<file path="config.mk">
export PLATFORM = sky130hd
export DESIGN_NAME = lane_poll_sched
export DESIGN_NICKNAME = d
export VERILOG_FILES = /design/src/rtl/lps_pkg.sv /design/src/rtl/lps_prescaler.sv /design/src/rtl/lps_interval_timer.sv /design/src/rtl/lps_req_lane.sv /design/src/rtl/lane_poll_sched.sv
export SDC_FILE = /design/constraint.sdc
export NUM_CORES = 1
export LEC_CHECK = 0
export CAP_MARGIN = 10
export CORE_ASPECT_RATIO = 0.7
export CORE_MARGIN = 2
export CORE_UTILIZATION = 59
export DETAILED_ROUTE_END_ITERATION = 7
export GPL_TIMING_DRIVEN = 1
export PLACE_DENSITY_LB_ADDON = 0.1
export SLEW_MARGIN = 20
export SYNTH_ARGS = -nofsm -noshare
export SYNTH_HDL_FRONTEND = slang
export SYNTH_HIERARCHICAL = 1
export SYNTH_SLANG_ARGS = --single-unit
</file>
<file path="constraint.sdc">
create_clock -name clk -period 3.8 [get_ports clk]
set_input_delay 0.57 -clock clk [delete_from_list [all_inputs] [get_ports clk]]
set_output_delay 0.57 -clock clk [all_outputs]
set_load 0.02 [all_outputs]
</file>
<file path="src/rtl/lps_pkg.sv">
package lps_pkg;
    localparam int LANES = 2;
    typedef logic [LANES-1:0] lane_vec_t;
endpackage

</file>
<file path="src/rtl/lps_prescaler.sv">
module lps_prescaler #(
    parameter int DIV = 64
) (
    input  logic clk,
    input  logic rst_n,
    input  logic restart,
    output logic tick
);
    localparam int CW = (DIV > 1) ? $clog2(DIV) : 1;

    typedef struct packed {
        logic [CW-1:0] cnt;
    } pre_t;

    pre_t q, d;

    always_comb begin
        d    = q;
        tick = (q.cnt == CW'(DIV - 1));
        if (restart)   d.cnt = '0;
        else if (tick) d.cnt = '0;
        else           d.cnt = q.cnt + 1'b1;
    end

    always_ff @(posedge clk or negedge rst_n) begin
        if (!rst_n) q <= '0;
        else        q <= d;
    end
endmodule

</file>
<file path="src/rtl/lps_interval_timer.sv">
module lps_interval_timer #(
    parameter int SW         = 10,
    parameter int RST_SET    = 124,
    parameter int MIN_SET    = 0,
    parameter bit STAGGER_OK = 1'b0
) (
    input  logic          clk,
    input  logic          rst_n,
    input  logic          tick,
    input  logic          load,
    input  logic [SW-1:0] load_val,
    input  logic          stagger,
    output logic [1:0]    evt
);
    typedef struct packed {
        logic [SW-1:0] set;   // period minus one, zero = stopped
        logic [SW-1:0] cnt;   // ticks elapsed in current period
        logic          seen;  // lane 0 fired since last restart
    } tmr_t;

    tmr_t          q, d;
    logic [SW-1:0] load_set;
    logic [SW-1:0] qtr;
    logic [SW-1:0] tgt1;
    logic          live, hit0, hit1, stag_on;

    generate
        if (MIN_SET > 0) begin : g_clamp
            always_comb begin
                if (load_val != '0 && load_val < SW'(MIN_SET)) load_set = SW'(MIN_SET);
                else                                          load_set = load_val;
            end
        end else begin : g_noclamp
            assign load_set = load_val;
        end
    endgenerate

    assign stag_on = stagger & STAGGER_OK;

    always_comb begin
        d    = q;
        live = (q.set != '0);
        hit0 = live & tick & ~load & (q.cnt == q.set);
        // quarter of the period length in ticks
        qtr  = SW'(({1'b0, q.set} + (SW+1)'(1)) >> 2);
        tgt1 = (qtr == '0) ? q.set : qtr - SW'(1);
        hit1 = live & tick & ~load & (q.cnt == tgt1) & (q.seen | hit0);
        if (load) begin
            d.set  = load_set;
            d.cnt  = '0;
            d.seen = 1'b0;
        end else if (live & tick) begin
            if (hit0) begin
                d.cnt  = '0;
                d.seen = 1'b1;
            end else begin
                d.cnt = q.cnt + 1'b1;
            end
        end
    end

    assign evt = {(stag_on ? hit1 : hit0), hit0};

    always_ff @(posedge clk or negedge rst_n) begin
        if (!rst_n) begin
            q.set  <= SW'(RST_SET);
            q.cnt  <= '0;
            q.seen <= 1'b0;
        end else begin
            q <= d;
        end
    end
endmodule

</file>
<file path="src/rtl/lps_req_lane.sv">
module lps_req_lane (
    input  logic clk,
    input  logic rst_n,
    input  logic evt,
    input  logic en,
    input  logic ack,
    output logic req
);
    typedef struct packed {
        logic req;
    } lane_t;

    lane_t q, d;

    always_comb begin
        d     = q;
        // a new period merges into a pending request; disabling drops it
        d.req = en & (evt | (q.req & ~ack));
    end

    assign req = q.req;

    always_ff @(posedge clk or negedge rst_n) begin
        if (!rst_n) q <= '0;
        else        q <= d;
    end
endmodule

</file>
<file path="src/rtl/lane_poll_sched.sv">
module lane_poll_sched #(
    parameter int PRESC_DIV = 64,
    parameter int UP_W      = 2,
    parameter int DN_W      = 8,
    parameter int POLL_RST  = 124,
    parameter int SSR_RST   = 249,
    parameter int POLL_MIN  = 24
) (
    input  logic            clk,
    input  logic            rst_n,
    input  logic            cfg_poll_wr,
    input  logic            cfg_ssr_wr,
    input  logic [UP_W-1:0] cfg_up,
    input  logic [DN_W-1:0] cfg_dn,
    input  logic            stagger_en,
    input  logic [1:0]      poll_en,
    input  logic [1:0]      ssr_en,
    input  logic [1:0]      poll_ack,
    input  logic [1:0]      ssr_ack,
    output logic [1:0]      poll_req,
    output logic [1:0]      ssr_req
);
    import lps_pkg::*;

    localparam int SW = UP_W + DN_W;

    logic          presc_tick;
    logic [SW-1:0] wr_set;
    lane_vec_t     poll_evt, ssr_evt;

    assign wr_set = {cfg_up, cfg_dn};

    lps_prescaler #(.DIV(PRESC_DIV)) i_presc (
        .clk     (clk),
        .rst_n   (rst_n),
        .restart (cfg_poll_wr | cfg_ssr_wr),
        .tick    (presc_tick)
    );

    lps_interval_timer #(
        .SW(SW), .RST_SET(POLL_RST), .MIN_SET(POLL_MIN), .STAGGER_OK(1'b1)
    ) i_poll_tmr (
        .clk      (clk),
        .rst_n    (rst_n),
        .tick     (presc_tick),
        .load     (cfg_poll_wr),
        .load_val (wr_set),
        .stagger  (stagger_en),
        .evt      (poll_evt)
    );

    lps_interval_timer #(
        .SW(SW), .RST_SET(SSR_RST), .MIN_SET(0), .STAGGER_OK(1'b0)
    ) i_ssr_tmr (
        .clk      (clk),
        .rst_n    (rst_n),
        .tick     (presc_tick),
        .load     (cfg_ssr_wr),
        .load_val (wr_set),
        .stagger  (1'b0),
        .evt      (ssr_evt)
    );

    generate
        for (genvar i = 0; i < LANES; i++) begin : g_lane
            lps_req_lane i_poll_lane (
                .clk   (clk),
                .rst_n (rst_n),
                .evt   (poll_evt[i]),
                .en    (poll_en[i]),
                .ack   (poll_ack[i]),
                .req   (poll_req[i])
            );
            lps_req_lane i_ssr_lane (
                .clk   (clk),
                .rst_n (rst_n),
                .evt   (ssr_evt[i]),
                .en    (ssr_en[i]),
                .ack   (ssr_ack[i]),
                .req   (ssr_req[i])
            );
        end
    endgenerate
endmodule

</file>
; ---- Word level (Yosys, flattened, before mapping)
; Cells that the tools add are included.
[totals]
out_inout_bits = 4
memories = 0
regBits = 51
ram_bits = 0
latch_bits = 0
mem_bits_ro = 0
[op_classes]
div = 0
reduce_logical = 9
eq_ne = 4
n_addsub = 5
muxes = 13
multipliers = 0
n_shift = 0
n_lt_le_gt_ge = 1
n_bitwise = 28
[op_table]
columns = op, n
row1 = 11-bit 2-to-1 mux, 4
row2 = 10-bit 2-to-1 mux, 4
row3 = 10-bit equality test, 3
row4 = 10-bit nonzero test, 3
row5 = 10-bit by 1-bit adder with 10-bit output (second input constant), 2
row6 = 1-bit bitwise AND, 16
row7 = 6-bit 2-to-1 mux, 2
row8 = 10-bit by 1-bit adder with 11-bit output (second input constant), 1
row9 = 10-bit zero test, 1
row10 = 10-bit by 5-bit less-than comparator with 1-bit output (second input constant), 1
row11 = 9-bit by 1-bit subtractor with 10-bit output (second input constant), 1
row12 = 6-bit by 1-bit adder with 6-bit output (second input constant), 1
row13 = 6-bit equality test (second input constant), 1
row14 = 1-bit NOT, 6
row15 = 1-bit bitwise OR, 6
row16 = 2-bit nonzero test, 3
row17 = 1-bit 2-to-1 mux, 3
row18 = 2-bit AND reduction, 1
row19 = 1-bit logical AND, 1

; ---- Depth between registers and ports, before layout
; Gate-level depths: netlist of the first run.
[logic_depth]
depth_word = 9
mapped_depth = 12
depth_no_buf = 10

; ---- By module
; Netlist of the first run, hierarchy kept.
[modules_own_cells]
columns = mod, seq_area_each_um2, cells_per_inst, instances, area_each_um2
row1 = lps_interval_timer (i_poll_tmr), 531.8, 201, 1, 1816.7
row2 = lps_interval_timer (i_ssr_tmr), 508.0, 98, 1, 1098.6
row3 = lps_prescaler, 150.1, 25, 1, 265.3
row4 = lps_req_lane, 25.0, 3, 4, 46.3
row5 = lane_poll_sched, 0.0, 2, 1, 10.0

; ---- Worst setup path after synthesis of the first run
; No wires, ideal clock.
[synth_path]
kind = register to register
from = reg i_poll_tmr/q[13] (netlist name)
to = reg g_lane[1].i_poll_lane.q
required_ns = 3.735
period_less_slack_ns = 2.774
stages_incl_launch_ff = 12
n_path_buf = 1
arrival_time_ns = 2.709
slack_ns = 1.026
path_cell_list = dfstp_2 inv_1 xnor2_1 ha_1 buf_4 nor3b_4 nand3_4 o311ai_1 o311ai_1 a221o_1 o32ai_2 o21a_1
[synth_between]
elab_chain_cells = 9
elab_cells_between_ends = 16
[synth_lines]
columns = item, line
row1 = from (decl), lps_interval_timer.sv:21  ; tmr_t q, d;
row2 = 10-bit by 1-bit adder with 11-bit output / 10-bit nonzero test (equally long branches), "lps_interval_timer.sv:45, lps_interval_timer.sv:42"
row3 = 9-bit by 1-bit subtractor with 10-bit output (tied with other cells), lps_interval_timer.sv:46  ; tgt1 = (qtr == '0) ? q.set : qtr - SW'(1);
row4 = 10-bit 2-to-1 mux / 1-bit bitwise AND (equally long branches), "lps_interval_timer.sv:46, lps_interval_timer.sv:43, lps_interval_timer.sv:47"
row5 = 10-bit equality test / 1-bit bitwise AND (equally long branches), "lps_interval_timer.sv:47, lps_interval_timer.sv:43"
row6 = 1-bit bitwise AND / 1-bit bitwise OR (equally long branches), lps_interval_timer.sv:47  ; hit1 = live & tick & ~load & (q.cnt == tgt1) & (q.seen | hit0);
row7 = 1-bit bitwise AND, lps_interval_timer.sv:47
row8 = 1-bit 2-to-1 mux (*), lps_interval_timer.sv:62  ; assign evt = {(stag_on ? hit1 : hit0), hit0};
row9 = via poll_evt[1], lane_poll_sched.sv:29  ; lane_vec_t poll_evt, ssr_evt;
row10 = 1-bit bitwise OR (*), lps_req_lane.sv:18  ; d.req = en & (evt | (q.req & ~ack));
row11 = 1-bit bitwise AND (*), lps_req_lane.sv:18
row12 = via g_lane[1].i_poll_lane.d, lps_req_lane.sv:13  ; lane_t q, d;
row13 = to (signal assigned), lps_req_lane.sv:24  ; if (!rst_n) q <= '0;
row14 = to (signal assigned), lps_req_lane.sv:25  ; else q <= d;
row15 = to (decl), lps_req_lane.sv:13
; The timed path passes the listed nets; every way through them passes the cells marked *.
; A chain may end at the register's enable or synchronous reset.

; ---- Worst setup path in the final report of the first run
; Same ends and word-level chain as after synthesis.

==> results of run 1 <==
flip-flops by register name (all words and copies together) (netlist names):
signal / flops
i_ssr_tmr/q: 20
g_lane.i_poll_lane/req: 2
i_presc/q: 6
i_poll_tmr/q: 21
g_lane.i_ssr_lane/req: 2
layer usage:
layer	vias up	track usage, %	wire (um)	part of all wire [%]
met4	0	6.34	57	0.76
met2	97	34.7	2880	38
met5	-	0	0	0
li1	1234	-	-	-
met3	7	9.15	715	9.5
met1	1267	40.3	3840	51
power groups by stage:
stage | Combinational [W] | Sequential (W) | Clock (W)
6_report | 0.000189 | 0.000618 | 0.000349
2_1_floorplan | 0.000153 | 0.000599 | 0
3_3_place_gp | 0.000185 | 0.000626 | 0
5_1_grt | 0.000208 | 0.000622 | 0.000378
3_5_place_dp | 0.000187 | 0.000627 | 0
4_1_cts | 0.000188 | 0.000617 | 0.000358
per-stage QoR:
stage,instances,utilization (%)
global placement,418,67.1
global route,426,69.1
finish,426,69.1
detailed placement,418,67.1
floorplan,337,-
CTS,426,69.1
worst reg2reg max path, stage by stage (launching register included):
cell,delay (ps)
sky130_fd_sc_hd__dfstp_2,630
sky130_fd_sc_hd__inv_1,100
sky130_fd_sc_hd__xnor2_1,240
sky130_fd_sc_hd__ha_1,360
sky130_fd_sc_hd__nor3b_4,510
sky130_fd_sc_hd__nand3_4,200
sky130_fd_sc_hd__o311ai_1,270
sky130_fd_sc_hd__o311ai_1,140
sky130_fd_sc_hd__a221o_1,370
sky130_fd_sc_hd__o32ai_2,210
sky130_fd_sc_hd__o21a_1,150
worst max-delay path by stage:
| stage | start | to | slack (ps) |
|---|---|---|---|
| 3_5_place_dp | i_poll_tmr/q[13] | g_lane[1].i_poll_lane/req | 620 |
| 2_1_floorplan | i_poll_tmr/q[13] | g_lane[1].i_poll_lane/req | 1030 |
| 5_1_grt | i_poll_tmr/q[12] | g_lane[1].i_poll_lane/req | 280 |
| 4_1_cts | i_poll_tmr/q[13] | g_lane[1].i_poll_lane/req | 570 |
| 3_3_place_gp | i_poll_tmr/q[13] | g_lane[1].i_poll_lane/req | 730 |
| 6_report | i_poll_tmr/q[13] | g_lane[1].i_poll_lane/req | 560 |
cell type report:
cell class | count | area (um2)
sequential | 51 | 1290
fill | 418 | 1660
timing repair buffer | 29 | 278
tap | 72 | 90.1
clock buffer | 7 | 96.3
clock inverter | 1 | 7.51
inverter | 16 | 60.1
multi-input combinational | 250 | 1890
layout by cell type (no fill, tap or decap), types with 5 or more instances in the layout:
cell and instances:
sky130_fd_sc_hd__dfrtp_1 40, sky130_fd_sc_hd__nand2_1 33, sky130_fd_sc_hd__clkdlybuf4s50_1 25, sky130_fd_sc_hd__xnor2_1 23, sky130_fd_sc_hd__xor2_1 19, sky130_fd_sc_hd__inv_1 16
sky130_fd_sc_hd__nor2_1 16, sky130_fd_sc_hd__o21ai_0 16, sky130_fd_sc_hd__nand3_1 14, sky130_fd_sc_hd__mux2_2 11, sky130_fd_sc_hd__dfstp_2 11, sky130_fd_sc_hd__nand4_1 9
sky130_fd_sc_hd__nor3_1 8, sky130_fd_sc_hd__clkbuf_8 7, sky130_fd_sc_hd__o21a_1 6, sky130_fd_sc_hd__o21bai_1 5
==> run_results.csv, run 1 <==
group,metric,value,unit
setup_path,reg2reg_setup_slack,560,ps
pwr,pwr-share-seq,53.4,%
synth,syn-cell-area,3370,um2
placed_design,numPortBuffers,26,
setup_path,path_max_fanout,10,
die,number_of_core_rows,22,
sta,max_slew_margin,40.2,%
placed_design,finalWeightedCongestion,0.958,
setup_path,rr_worst_depth,10,
job,maxCapViolCount,0,
synth,postSynthCellCount,337,
die,die-area,6350,um2
pwr,cellInternalPower,0.000831,W
detailed_routing,vias,2605,
setup_path,worstReg2RegEnd,"g_lane[1].i_poll_lane/req",
detailed_routing,drtAntennaViolNets,0,
pwr,sw_frac_of_total,28.1,%
clocking,htree_num_levels,2,
die,core_box_area,5370,um2
pwr,comb_power_share,16.3,%
grt,gr-usage-all-layers,26.2,%
setup_path,required,4050,ps
pwr,total_leakage_power,1.47,nW
sta,hold_ws,360,ps
synth,yosys_warnings,6,
die,die_x,94.4,um
clocking,worst_skew_pair.late_latency,310,ps
grt,antenna_violations_before_repair,0,
clocking,cts.path.max_buffers,2,
layout,antenna-diode-count,0,
sta,report.final.hold_viol_count,0,
setup_path,worstSetupStartpointType,"flip-flop",
setup_path,worst_path_most_repeated_cell,"sky130_fd_sc_hd__o311ai_1",
detailed_routing,drt-initial-drc-count,232,
synth,syn-mean-instance-area,10.0,um2
sta,tns,0,ps
clocking,postCtsResizedCells,0,
setup_path,critical_path.max_stage_delay,630,ps
layout,fin_area,3710,um2
grt,grt_overflow,0,
clocking,cts_tree,"built",
detailed_routing,routed_via_density,6.12,
setup_path,cp-end-kind,"flip-flop",
grt,grt_start_max_net_pins,38,
sta,final.min_clock_period,3240,ps
synth,synth_net_count,364,
grt,grt_pass1_vias,2487,
setup_path,critPathTopFamily,"compound AO/OA/AOI/OAI gates",
clocking,clkSinkCount,51,
sta,post-route-worst-setup-slack,562,ps
pwr,post-layout-total-power,0.00116,W
sta,fmax,0.309,GHz
setup_path,critical_path.cell_chain,"inv_1 -> xnor2_1 -> ha_1 -> nor3b_4 -> nand3_4 -> o311ai_1 -> o311ai_1 -> a221o_1 -> o32ai_2 -> o21a_1",
sta,slew_worst_pin,891,ps
die,starting_density_of_the_core,62.8,%
status,run_status,"completed",
layout,drive_above_1_share,16.9,%
layout,synthToLayoutAreaGrowth,9.94,%
setup_path,cp.buffers_inverters,1,
detailed_routing,drt_first_pass_iters,4,
clocking,cts.clk_slew.worst_paths,90,ps
setup_path,critPathArrivalTime,3480,ps
worst_hold_path,worst_hold_path_type,"primary input to asynchronous set/reset pin",
sta,finalMaxSlewViolations,0,
layout,final_net_count,380,
clocking,ctsHoldBuffers,0,
clocking,cts_inserted_buffers,5,
detailed_routing,drt_drc_violations_left,0,
die,floorplan.io_pins,27,
clocking,cts_post_setup_buffers_inserted,0,
placed_design,placed_cell_area,3600,um2
pwr,clock_power_share,30.2,%
grt,first_pass_grt_wire_length,12600,um
setup_path,crit_type,"flip-flop to flip-flop",
setup_path,cp_num_cells,10,
detailed_routing,wl_per_cell,17.6,um
detailed_routing,routed_wl,7490,um
pwr,max-vdd-ir-drop,0.000229,V
placed_design,dp_slack,616,ps
setup_path,r2r_start,"i_poll_tmr/q[13]",
sta,fin_crit_sh,85.2,%
pwr,power_per_cell_area,312,nW/um2
setup_path,critical_path.slowest_cell,"sky130_fd_sc_hd__dfstp_2",
die,floorplan.die.height,67.3,um
clocking,cts.root.buffer_cell,"sky130_fd_sc_hd__clkbuf_8",
sta,clock_skew,10.1,ps
sta,rsz0062_at_grt,"no",
placed_design,hpwl_dp,5710,um
pwr,power_switching,0.000325,W
sta,setup_violations,0,
Power figures use the tool's default switching activity.
==> run 2: changes to the inputs <==
--- a/config.mk
+++ b/config.mk
@@ -8,8 +8,9 @@
 export CAP_MARGIN = 10
 export CORE_ASPECT_RATIO = 0.7
 export CORE_MARGIN = 2
-export CORE_UTILIZATION = 59
+export CORE_UTILIZATION = 64
 export DETAILED_ROUTE_END_ITERATION = 7
+export DONT_BUFFER_PORTS = 1
 export GPL_TIMING_DRIVEN = 1
 export PLACE_DENSITY_LB_ADDON = 0.1
 export SLEW_MARGIN = 20
==> run_results.csv, run 2 (synthesis gave the netlist of run 1 again) <==
group,metric,value,unit
layout,layout.core_utilization,66.8,%
grt,gr-usage-all-layers,28.2,%
layout,commonest_non_fill_non_tap_cells_in_the_layout,"sky130_fd_sc_hd__dfrtp_1 (40), sky130_fd_sc_hd__nand2_1 (33), sky130_fd_sc_hd__xnor2_1 (23)",
detailed_routing,drt_drc_violations_left,0,
die,die_x,90.8,um
layout,antenna-diode-count,0,
placed_design,hpwl_dp,5630,um
layout,final_net_count,353,
sta,clock_skew,5.70,ps
status,run_status,"completed",
sta,report.final.hold_viol_count,0,
placed_design,dp_slack,555,ps
sta,fin_crit_sh,86.2,%
sta,post-route-worst-setup-slack,523,ps
pwr,total_leakage_power,1.36,nW
grt,grt_start_max_net_pins,41,
placed_design,finalWeightedCongestion,0.903,
setup_path,worst_path_most_repeated_cell,"sky130_fd_sc_hd__o311ai_1",
setup_path,worstSetupStartpoint,"i_poll_tmr/q[13]",
grt,antenna_violations_before_repair,0,
pwr,comb_power_share,14.3,%
setup_path,path_max_fanout,10,
sta,tns,0,ps
placed_design,placed_cells_incl_taps,390,
detailed_routing,drt_first_pass_iters,5,
pwr,power_per_cell_area,316,nW/um2
layout,layout.area.seq,1290,um2
pwr,power_switching,0.000310,W
setup_path,required,4050,ps
die,floorplan.die.height,64.7,um
setup_path,critical_path.slowest_cell,"sky130_fd_sc_hd__dfstp_2",
setup_path,critical_path.cell_chain,"inv_1 -> xnor2_1 -> ha_1 -> nor3b_4 -> nand3_4 -> o311ai_1 -> o311ai_1 -> a221o_1 -> o32ai_2 -> o21a_1",
layout,largest_registers_ranked_by_flip_flop_count,"i_poll_tmr/q x21, i_ssr_tmr/q x20, i_presc/q x6",
pwr,max-vdd-ir-drop,0.000186,V
grt,first_pass_grt_wire_length,12800,um
clocking,htree_num_levels,2,
job,maxCapViolCount,0,
clocking,cts.root.buffer_cell,"sky130_fd_sc_hd__clkbuf_8",
setup_path,critPathArrivalTime,3530,ps
detailed_routing,routed_wl,7620,um
die,number_of_core_rows,22,
clocking,worst_skew_pair.late_latency,310,ps
placed_design,numPortBuffers,0,
sta,rsz0062_at_grt,"no",
clocking,clkSinkCount,51,
setup_path,critical_path.max_stage_delay,620,ps
detailed_routing,wl_per_cell,19.1,um
layout,top_register,"i_poll_tmr/q",
setup_path,worstSetupStartpointType,"flip-flop",
die,starting_density_of_the_core,65.5,%
sta,setup_violations,0,
clocking,cts_post_setup_buffers_inserted,0,
sta,final.min_clock_period,3280,ps
worst_hold_path,worst_hold_path_type,"primary input to asynchronous set/reset pin",
grt,grt_overflow,0,
detailed_routing,vias,2501,
die,die-area,5870,um2
layout,layout.filler_cells,409,
pwr,cellInternalPower,0.000776,W
pwr,clock_power_share,28.7,%
clocking,cts.clk_slew.worst_paths,90,ps
layout,final_common_cell,"sky130_fd_sc_hd__dfrtp_1",
detailed_routing,drtAntennaViolNets,0,
clocking,postCtsResizedCells,0,
grt,grt_pass1_vias,2367,
layout,synthToLayoutAreaGrowth,1.97,%
layout,multi_input_area,1890,um2
pwr,pwr-share-seq,57.0,%
clocking,cts_tree,"built",
detailed_routing,routed_via_density,6.27,
layout,finish.cell_count_without_fillers,399,
sta,fmax,0.305,GHz
layout,largest_register_ffs,21,
sta,finalMaxSlewViolations,0,
setup_path,r2r_start,"i_poll_tmr/q[13]",
clocking,cts_inserted_buffers,5,
die,floorplan.io_pins,27,
layout,drive_above_1_share,17.4,%
pwr,sw_frac_of_total,28.6,%
die,core_box_area,5150,um2
setup_path,cp-end-kind,"flip-flop",
detailed_routing,drt-initial-drc-count,242,
setup_path,crit_type,"flip-flop to flip-flop",
sta,slew_worst_pin,937,ps
sta,max_slew_margin,37.2,%
clocking,cts.path.max_buffers,2,
[run 2: cell count changes in the layout (fill, tap and decap cells not counted)]
| cell | change |
|---|---|
| sky130_fd_sc_hd__clkdlybuf4s50_1 | -25 |
| sky130_fd_sc_hd__buf_4 | -2 |
| sky130_fd_sc_hd__clkinv_2 | +1 |
| sky130_fd_sc_hd__clkbuf_1 | +1 |
| sky130_fd_sc_hd__buf_12 | +1 |
| sky130_fd_sc_hd__clkbuf_8 | -2 |
| sky130_fd_sc_hd__buf_2 | -1 |
[run 2: cell type report]
| type | count | area share, % |
|---|---|---|
| Multi-Input combinational cell | 250 | 54.8 |
| Sequential cell | 51 | 37.5 |
| Tap cell | 72 | 2.62 |
| Clock buffer | 6 | 2.11 |
| Inverter | 16 | 1.75 |
| Timing Repair Buffer | 2 | 0.801 |
| Clock inverter | 2 | 0.364 |
[run 2: worst max-delay path, delay by kind of cell, from the launching register on]
family          cells  cell delay (ps)
simple gates        2              730
fa+ha+maj           1              370
compound gates      5             1160
flops               1              620
xor+xnor            1              240
buf+inv             1              100
[run 2: through the flow]
stage,hold slack (ps),cell area [um2],total power [W]
after global placement,276,3330,0.000766
after global routing,72.2,3440,0.00113
after CTS,82.2,3440,0.00109
after detailed placement,276,3330,0.000771
after floorplan,274,3370,0.000752
final,87.9,3440,0.00109
[run 2: power by group through the flow]
stage | logic, W | registers (W) | clock network (W)
after floorplan | 0.000153 | 0.000599 | 0
after global placement | 0.000139 | 0.000627 | 0
after detailed placement | 0.000142 | 0.000629 | 0
after CTS | 0.000154 | 0.000619 | 0.000320
after global routing | 0.000172 | 0.000624 | 0.000336
final | 0.000156 | 0.000619 | 0.000312
[run 2: what timing repair did]
action | in CTS | in global routing
setup endpoints to repair | 0 | 0
hold buffers | 1 | 0
endpoints found under the hold margin | 40 | 0
[run 2: final timing paths]
kind                       cells after the start  slack (ps)                        end
setup / recovery                              10         520  g_lane[1].i_poll_lane/req
min in group clk                               1         320           i_poll_tmr/q[17]
setup reg to reg                              10         520  g_lane[1].i_poll_lane/req
hold / removal                                 1          90            i_poll_tmr/q[7]
max in group asynchronous                      1        3510               i_presc/q[1]
hold reg to reg                                1         500               i_presc/q[0]
[run 2: per-layer routing]
layer  wire length (um)  vias up  track usage, %
met5                  0        -               0
met1               3770     1211            45.0
met4                 72        0            6.92
li1                   -     1176               -
met3                694       11            6.16
met2               3080      103            38.3
